**config.mk**
```make
export PLATFORM = sky130hd
export DESIGN_NAME = nrsd_encoder
export DESIGN_NICKNAME = d
export VERILOG_FILES = /design/src/rtl/nrsd_pkg.sv /design/src/rtl/nrsd_ha.sv /design/src/rtl/nrsd_digit.sv /design/src/rtl/nrsd_top_digit.sv /design/src/rtl/nrsd_encoder.sv
export SDC_FILE = /design/constraint.sdc
export NUM_CORES = 1
export LEC_CHECK = 0
export BUFFER_PORTS_ARGS = -buffer_cell sky130_fd_sc_hd__buf_2
export CORE_AREA = 2 2 39 41
export DETAILED_ROUTE_END_ITERATION = 12
export DIE_AREA = 0 0 41 43
export RECOVER_POWER = 25
export SYNTH_ARGS = -nofsm -noshare
export SYNTH_HDL_FRONTEND = slang
export SYNTH_SLANG_ARGS = --single-unit
```
**constraint.sdc**
```tcl
create_clock -name vclk -period 3.85
set_input_delay 0.77 -clock vclk [all_inputs]
set_output_delay 0.77 -clock vclk [all_outputs]
set_load 0.01 [all_outputs]
```
**src/rtl/nrsd_pkg.sv**
```systemverilog
package nrsd_pkg;

  // Alphabet selection carried on mode_i
  typedef enum logic {
    NRSD_NEG_BIASED = 1'b0,
    NRSD_POS_BIASED = 1'b1
  } nrsd_mode_e;

  // Field positions inside the top-digit triple
  localparam int unsigned TOP_ONE_BIT  = 0;
  localparam int unsigned TOP_TWO_BIT  = 1;
  localparam int unsigned TOP_SIGN_BIT = 2;
  localparam int unsigned TOP_WIDTH    = 3;
  localparam int unsigned PAIR_WIDTH   = 2;

endpackage

```
**src/rtl/nrsd_ha.sv**
```systemverilog
// Half-adder cell whose carry is either AND (plain) or OR (modified).
// The sum is the XOR in both forms.
module nrsd_ha (
  input  logic use_or_i,
  input  logic a_i,
  input  logic c_i,
  output logic co_o,
  output logic s_o
);

  always_comb begin
    s_o  = a_i ^ c_i;
    co_o = use_or_i ? (a_i | c_i) : (a_i & c_i);
  end

endmodule

```
**src/rtl/nrsd_digit.sv**
```systemverilog
// One low digit: an even-bit stage followed by an odd-bit stage.
// Negative-biased: plain then modified. Positive-biased: modified then plain.
module nrsd_digit
  import nrsd_pkg::*;
(
  input  logic                  mode_i,
  input  logic [PAIR_WIDTH-1:0] bits_i,
  input  logic                  cin_i,
  output logic [PAIR_WIDTH-1:0] pair_o,
  output logic                  cout_o
);

  logic even_or;
  logic odd_or;
  logic mid_carry;
  logic even_sum;
  logic odd_sum;

  always_comb begin
    even_or = (mode_i == NRSD_POS_BIASED);
    odd_or  = (mode_i == NRSD_NEG_BIASED);
  end

  nrsd_ha u_even (
    .use_or_i (even_or),
    .a_i      (bits_i[0]),
    .c_i      (cin_i),
    .co_o     (mid_carry),
    .s_o      (even_sum)
  );

  nrsd_ha u_odd (
    .use_or_i (odd_or),
    .a_i      (bits_i[1]),
    .c_i      (mid_carry),
    .co_o     (cout_o),
    .s_o      (odd_sum)
  );

  assign pair_o = {odd_sum, even_sum};

endmodule

```
**src/rtl/nrsd_top_digit.sv**
```systemverilog
// Booth-style top digit from two coefficient bits and the incoming chain carry.
// Value = -2*hi + lo + cin, emitted as {sign, two, one}.
module nrsd_top_digit
  import nrsd_pkg::*;
(
  input  logic                 hi_i,
  input  logic                 lo_i,
  input  logic                 cin_i,
  output logic [TOP_WIDTH-1:0] triple_o
);

  logic mag_one;
  logic mag_two;

  always_comb begin
    mag_one = lo_i ^ cin_i;
    mag_two = (hi_i & ~lo_i & ~cin_i) | (~hi_i & lo_i & cin_i);
    triple_o               = '0;
    triple_o[TOP_SIGN_BIT] = hi_i;
    triple_o[TOP_TWO_BIT]  = mag_two;
    triple_o[TOP_ONE_BIT]  = mag_one;
  end

endmodule

```
**src/rtl/nrsd_encoder.sv**
```systemverilog
module nrsd_encoder
  import nrsd_pkg::*;
#(
  parameter int unsigned N = 8
) (
  input  logic         mode_i,
  input  logic [N-1:0] coef_i,
  output logic [N:0]   code_o
);

  localparam int unsigned K       = N / 2;
  localparam int unsigned LOW_CNT = K - 1;
  localparam int unsigned LOW_W   = PAIR_WIDTH * LOW_CNT;

  // carry[j] enters low digit j; carry[LOW_CNT] feeds the top digit
  logic [LOW_CNT:0]     carry;
  logic [LOW_W-1:0]     low_code;
  logic [TOP_WIDTH-1:0] top_code;

  assign carry[0] = 1'b0;

  for (genvar j = 0; j < LOW_CNT; j++) begin : g_low
    nrsd_digit u_digit (
      .mode_i (mode_i),
      .bits_i (coef_i[PAIR_WIDTH*j +: PAIR_WIDTH]),
      .cin_i  (carry[j]),
      .pair_o (low_code[PAIR_WIDTH*j +: PAIR_WIDTH]),
      .cout_o (carry[j+1])
    );
  end

  nrsd_top_digit u_top (
    .hi_i     (coef_i[N-1]),
    .lo_i     (coef_i[N-2]),
    .cin_i    (carry[LOW_CNT]),
    .triple_o (top_code)
  );

  assign code_o = {top_code, low_code};

endmodule

```
-- Word-level counts from Yosys, hierarchy flattened
Cells that the tools add are included.
- bitwise logic cells: 24
- mux-type cells: 6
- operator list (operator ; number):
    bitwise AND 1 bit ; 9
    2-to-1 mux 1 bit ; 6
    bitwise OR 1 bit ; 6
    bitwise XOR 1 bit ; 6
    NOT 1 bit ; 3
- word-level logic and storage cells: 30
- input bits: 9
- register bits: 0

-- Depth between registers and ports, before layout
Gate-level depths: netlist of run 1.
- word-level depth: 14
- mapped depth: 19

-- By module
A second synthesis of run 1 with hierarchy kept.
- cell total of the unflattened synthesis: 53
- area, all modules: 385.4 sq um
- modules (own cells, without submodules) (module ; sequential area each (sq um) ; instances ; area each (sq um) ; cells an instance):
    nrsd_ha ; 0.0 ; 6 ; 46.3 ; 6
    nrsd_digit ; 0.0 ; 3 ; 18.8 ; 3
    nrsd_top_digit ; 0.0 ; 1 ; 47.5 ; 7
    nrsd_encoder ; 0.0 ; 1 ; 3.8 ; 1

-- Worst setup path after synthesis of run 1
No wires, ideal clock.
- kind: in2out
- start point: input port mode_i
- end point: output port code_o[7]
- data arrival time: 2.969 ns
- cell stages on the path: 19
- setup slack: 0.111 ns
- buffers on the path: 2
- cell sequence: buf_6 -> nand2_1 -> ha_1 -> o21ai_0 -> ha_1 -> nor2_1 -> a21oi_1 -> ha_1 -> nand2_1 -> o21ai_1 -> inv_1 -> ha_1 -> a21oi_2 -> inv_1 -> ha_1 -> nor2_1 -> a21oi_4 -> mux2i_1 -> buf_4
- word-level cells in the longest chain between the ends: 14
- elaborated cells on any way between the ends: 20
- RTL lines (what ; RTL line ; source):
    from (decl) ; nrsd_encoder.sv:6 ; input logic mode_i,
    2-to-1 mux 1 bit ; nrsd_ha.sv:13 ; co_o = use_or_i ? (a_i | c_i) : (a_i & c_i);
    bitwise OR 1 bit / bitwise AND 1 bit (equally long branches) ; nrsd_ha.sv:13 ;
    2-to-1 mux 1 bit ; nrsd_ha.sv:13 ;
    bitwise AND 1 bit / bitwise OR 1 bit (equally long branches) ; nrsd_ha.sv:13 ;
    2-to-1 mux 1 bit ; nrsd_ha.sv:13 ;
    bitwise OR 1 bit / bitwise AND 1 bit (equally long branches) ; nrsd_ha.sv:13 ;
    2-to-1 mux 1 bit ; nrsd_ha.sv:13 ;
    bitwise AND 1 bit / bitwise OR 1 bit (equally long branches) ; nrsd_ha.sv:13 ;
    2-to-1 mux 1 bit ; nrsd_ha.sv:13 ;
    bitwise OR 1 bit / bitwise AND 1 bit (equally long branches) ; nrsd_ha.sv:13 ;
    2-to-1 mux 1 bit * ; nrsd_ha.sv:13 ;
    NOT 1 bit ; nrsd_top_digit.sv:17 ; mag_two = (hi_i & ~lo_i & ~cin_i) | (~hi_i & lo_i & cin_i);
    bitwise AND 1 bit ; nrsd_top_digit.sv:17 ;
    bitwise OR 1 bit * ; nrsd_top_digit.sv:17 ;
    to (decl) ; nrsd_encoder.sv:8 ; output logic [N:0] code_o
Every way passes the cells marked *; elsewhere a longest branch is shown, timed or not.

-- Worst setup path in the final report of run 1
Same ends and word-level chain as after synthesis.

==> reports/metrics.yaml, run 1 <==
yosys:
  yosysTopAreaCell: "ha_1"
  syn-num-nets: 59
  ys_types: 15
  syn_avg_cell_area_um2: 7.66
  synthTopCellsByArea: "ha_1, buf_4, inv_1"
  synth_area_um2: 314
  ys_seq_area_frac: 0
  yosysTopAreaCellShare: 0.359
  synthCells: 41
  yosysWarningCount: 0
place:
  gp_congestion: 0.590
  hpwl_um: 472
  port_buffers: 18
power:
  p_leak_nw: 0.239
  p_switching_mw: 0.0273
  p_per_area_nw_per_um2: 126
  combPwrFrac: 1.000
  peakVddDrop_mv: 0.0316
  power.total_mw: 0.0556
  power.share.clock: 0
  p_seq_frac: 0
  p_int_mw: 0.0282
  switching_share: 0.492
critical_path:
  cpLargestDelayFamily: "adder cells"
  crit_path_max_fanout: 7
  slowest_stage: "ha_1"
  start_kind: "input pin"
  worst_path_largest_cell_delay_ps: 200
  setup.worst_path.class: "in -> out"
  path_cells: "buf_2, buf_4, nand3_1, o21ai_2, ha_2, nor2_1, a21oi_1, ha_2, nand2_1, o21ai_2, ha_1, nor2_1, a21oi_2, buf_4, ha_1, a21oi_4, mux2i_1, buf_2"
  worstSetupEndpointType: "output port"
  path_buf_inv: 4
  crit_arrival_ps: 2980
  startpoint: "mode_i"
  required_ps: 3080
cells_and_area:
  seqCellArea_um2: 0
  fillers: 168
  drive_above_1_share: 0.621
  nNetsFinal: 78
  utilization: 0.318
  antennaDiodeCount: 0
  syn_to_final_growth_pct: 40.2
  nClkBuffers: 0
  n_sequential_cell: 0
run_status:
  outcome: "finished, final reports clean"
timing:
  min_period_ps: 3750
  hold_violations: 0
  max_freq_mhz: 267
  final_max_slew_viol_count: 0
  finalSetupViolations: 0
  tightest_slew_ps: 149
  maxSlewHeadroom: 0.901
  hold_ws_ps: 1770
  period_share: 0.974
routing:
  drc: 0
  via_per_inst: 4.01
  dr_total_vias: 297
  wire_per_inst_um: 7.74
  dr.pass1.iters: 1
  final_antenna_net_count: 0
  drtIter0Drc: 0
  wirelength_um: 573
die:
  io_pins: 18
  die_area_um2: 1760
  num_rows: 14
  start_util: 0.227
  die_w_um: 41
  chipHeight_um: 43
  core-area_um2: 1380
grt:
  grt_pass1_vias: 193
  track_usage: 0.0480
  grt_pass1_wl_um: 655
  antenna_found_initial: 0
  grt_start_max_net_pins: 8
  gr-total-overflow: 0
worst_hold_path:
  hold_start: "coef_i[7]"
  min_path_type: "in -> out"
flow_run:
  max-cap-violations: 0
[final timing paths]
path	slack [ps]	cells past startpoint	end
setup / recovery	100	18	code_o[7]
hold / removal	1770	2	code_o[8]
[power groups by stage]
stage	clock network, mW	registers [mW]	logic [mW]
finish	0	0	0.0556
global route	0	0	0.0612
global placement	0	0	0.0505
floorplan	0	0	0.0409
detailed placement	0	0	0.0512
CTS	0	0	0.0518
[Yosys cell counts]
library cell / instances
nand3_1: 1
buf_4: 9
inv_1: 5
xnor2_1: 1
o21ai_0: 1
a21oi_2: 1
buf_6: 1
nand2_1: 2
mux2i_1: 1
ha_1: 9
nor2_1: 4
o21ai_1: 1
nand2b_1: 2
a21oi_4: 1
a21oi_1: 2
[timing repair]
item,in CTS,in global routing
hold buffers,0,0
buffers inserted,0,1
gates cloned,0,0
setup endpoints to repair,2,2
pin swaps,0,7
gates resized for setup,1,10
[final cells by class]
type	count	area [µm²]	area share
timing repair buffer	27	155	0.352
tap	16	20.0	0.0455
inverter	5	18.8	0.0426
multi-input combinational	26	246	0.560
[routing by layer]
metal,up-vias,part of all wire,track usage
met5,-,0,0
met4,0,0,0
met3,0,0.044,0.00524
met2,5,0.58,0.0844
met1,138,0.38,0.0633
li1,154,-,-
[metrics by stage]
step | setup TNS [ps] | setup WS (ps) | instances | cell area, µm²
6_report | 0 | 100 | 74 | 440
3_5_place_dp | -79.2 | -42.7 | 73 | 405
4_1_cts | 0 | 28.5 | 73 | 405
2_1_floorplan | 0 | 111 | 41 | 314
5_1_grt | -48.2 | -42.5 | 74 | 440
3_3_place_gp | 0 | 4.30 | 73 | 405
[cell usage in the layout, fill, tap and decap left out]
master     n
buf_2     16
buf_4      9
inv_1      5
ha_2       5
ha_1       4
nor2_1     3
o21ai_2    2
nand2b_1   2
a21oi_1    2
clkbuf_1   2
nand3_1    1
nand2_1    1
a21oi_2    1
nand2_2    1
nor2_4     1
a21oi_4    1
xnor2_1    1
mux2i_1    1
[kinds of logic (layout without fill, tap and decap cells)]
logic type	after synthesis	in the layout	share of synthesized area
AO/OA/AOI/OAI	6	6	0.143
XOR/XNOR	1	1	0.0279
adder cells (fa/ha/maj)	9	9	0.359
buffers and inverters	15	32	0.311
multiplexers	1	1	0.0319
AND/OR/NAND/NOR	9	9	0.127
(Power assumes the default switching activity.)
==> run 2: changes to the inputs <==
--- a/config.mk
+++ b/config.mk
@@ -9,6 +9,7 @@
 export CORE_AREA = 2 2 39 41
 export DETAILED_ROUTE_END_ITERATION = 12
 export DIE_AREA = 0 0 41 43
+export PLACE_DENSITY = 0.48
 export RECOVER_POWER = 25
 export SYNTH_ARGS = -nofsm -noshare
 export SYNTH_HDL_FRONTEND = slang
==> reports/metrics.yaml, run 2 (synthesized netlist as in run 1, its figures left out) <==
run_status:
  outcome: "finished, final reports clean"
critical_path:
  setup.worst_path.class: "in -> out"
  crit_path_max_fanout: 10
  start_kind: "input pin"
  slowest_stage: "ha_1"
  crit_arrival_ps: 2920
  worstSetupEndpointType: "output port"
  path_cells: "buf_2, buf_6, nand3_1, o21ai_2, buf_4, buf_4, ha_1, nor2_1, o21ai_2, ha_1, nor2_1, a21oi_2, buf_4, ha_1, a21oi_4, mux2i_1, buf_2"
  required_ps: 3080
  worst_path_largest_cell_delay_ps: 200
power:
  p_int_mw: 0.0284
  switching_share: 0.491
  combPwrFrac: 1.000
  power.share.clock: 0
  p_per_area_nw_per_um2: 124
  peakVddDrop_mv: 0.0306
  power.total_mw: 0.0557
  p_switching_mw: 0.0273
  p_leak_nw: 0.239
  p_seq_frac: 0
die:
  io_pins: 18
  chipHeight_um: 43
  num_rows: 14
  core-area_um2: 1380
  die_area_um2: 1760
  die_w_um: 41
  start_util: 0.227
flow_run:
  max-cap-violations: 0
cells_and_area:
  nNetsFinal: 77
  fillers: 162
  mostFrequentLayoutCell: "buf_2"
  seqCellArea_um2: 0
  drive_above_1_share: 0.632
  antennaDiodeCount: 0
  nClkBuffers: 0
  n_sequential_cell: 0
  syn_to_final_growth_pct: 42.6
  layout_common_cells: "buf_2, buf_4, inv_1"
worst_hold_path:
  hold_start: "coef_i[7]"
  worstHoldPathCells: 2
  min_to: "code_o[8]"
  min_path_type: "in -> out"
grt:
  antenna_found_initial: 0
  grt_start_max_net_pins: 11
  track_usage: 0.0529
  grt_pass1_wl_um: 710
  gr-total-overflow: 0
  grt_pass1_vias: 188
routing:
  final_antenna_net_count: 0
  wire_per_inst_um: 7.19
  wirelength_um: 525
  drtIter0Drc: 1
  via_per_inst: 3.79
  dr_total_vias: 277
  drc: 0
  dr.pass1.iters: 3
clock_network:
  postCtsHoldBufs: 0
timing:
  finalSetupViolations: 0
  period_share: 0.958
  maxSlewHeadroom: 0.930
  hold_ws_ps: 1760
  tightest_slew_ps: 101
  min_period_ps: 3690
  max_freq_mhz: 271
  final_max_slew_viol_count: 0
  hold_violations: 0
place:
  hpwl_um: 454
  port_buffers: 18
  gp_congestion: 0.628
==> run 2: power by group through the flow <==
stage / Combinational (mW) / Sequential [mW] / Clock [mW]
3_5_place_dp: 0.0494 / 0 / 0
5_1_grt: 0.0629 / 0 / 0
2_1_floorplan: 0.0409 / 0 / 0
4_1_cts: 0.0499 / 0 / 0
3_3_place_gp: 0.0487 / 0 / 0
6_report: 0.0557 / 0 / 0
==> run 2: metal layers <==
metal / global-route usage / up-vias / share of wire / wire length, µm
li1: - / 152 / - / -
met1: 0.0728 / 121 / 0.41 / 217
met2: 0.0938 / 4 / 0.54 / 283
met3: 0 / 0 / 0.046 / 24
met4: 0 / 0 / 0 / 0
met5: 0 / - / 0 / 0
==> run 2: cell type report <==
| type | instances | area [µm²] | area share |
|---|---|---|---|
| repair buffers | 26 | 153 | 0.341 |
| well taps | 16 | 20.0 | 0.0447 |
| inverters | 5 | 18.8 | 0.0419 |
| multi-input cells | 26 | 256 | 0.573 |
==> run 2: repair_timing <==
action | 4_1_cts | 5_1_grt
pin swaps | 0 | 7
hold endpoints to repair | 0 | 0
resized for setup | 1 | 12
setup endpoints to repair | 2 | 2
setup buffers | 0 | 2
==> run 2: worst max path at each step <==
stage	from	to	depth (start not counted)
6_report	mode_i	code_o[7]	17
5_1_grt	mode_i	code_o[7]	19
4_1_cts	coef_i[0]	code_o[7]	19
3_5_place_dp	coef_i[0]	code_o[7]	19
3_3_place_gp	coef_i[0]	code_o[7]	19
2_1_floorplan	mode_i	code_o[7]	19
==> run 2: worst max-delay path: cells and delay by family <==
| family | cells | cell delay [ps] |
|---|---|---|
| buffers and inverters | 6 | 760 |
| muxes | 1 | 180 |
| adders and majority gates | 3 | 540 |
| and+or+nand+nor | 3 | 330 |
| AOI/OAI and AO/OA | 4 | 340 |
==> run 2: through the flow <==
| stage | instance area, µm² | setup WS (ps) | utilization | instances | setup TNS, ps |
|---|---|---|---|---|---|
| 2_1_floorplan | 314 | 111 | - | 41 | 0 |
| 3_3_place_gp | 390 | -46.7 | 0.282 | 71 | -82.6 |
| 3_5_place_dp | 390 | -54.5 | 0.282 | 71 | -95.2 |
| 4_1_cts | 390 | 24.8 | 0.282 | 71 | 0 |
| 5_1_grt | 448 | -10.8 | 0.324 | 73 | -18.0 |
| 6_report | 448 | 160 | 0.324 | 73 | 0 |
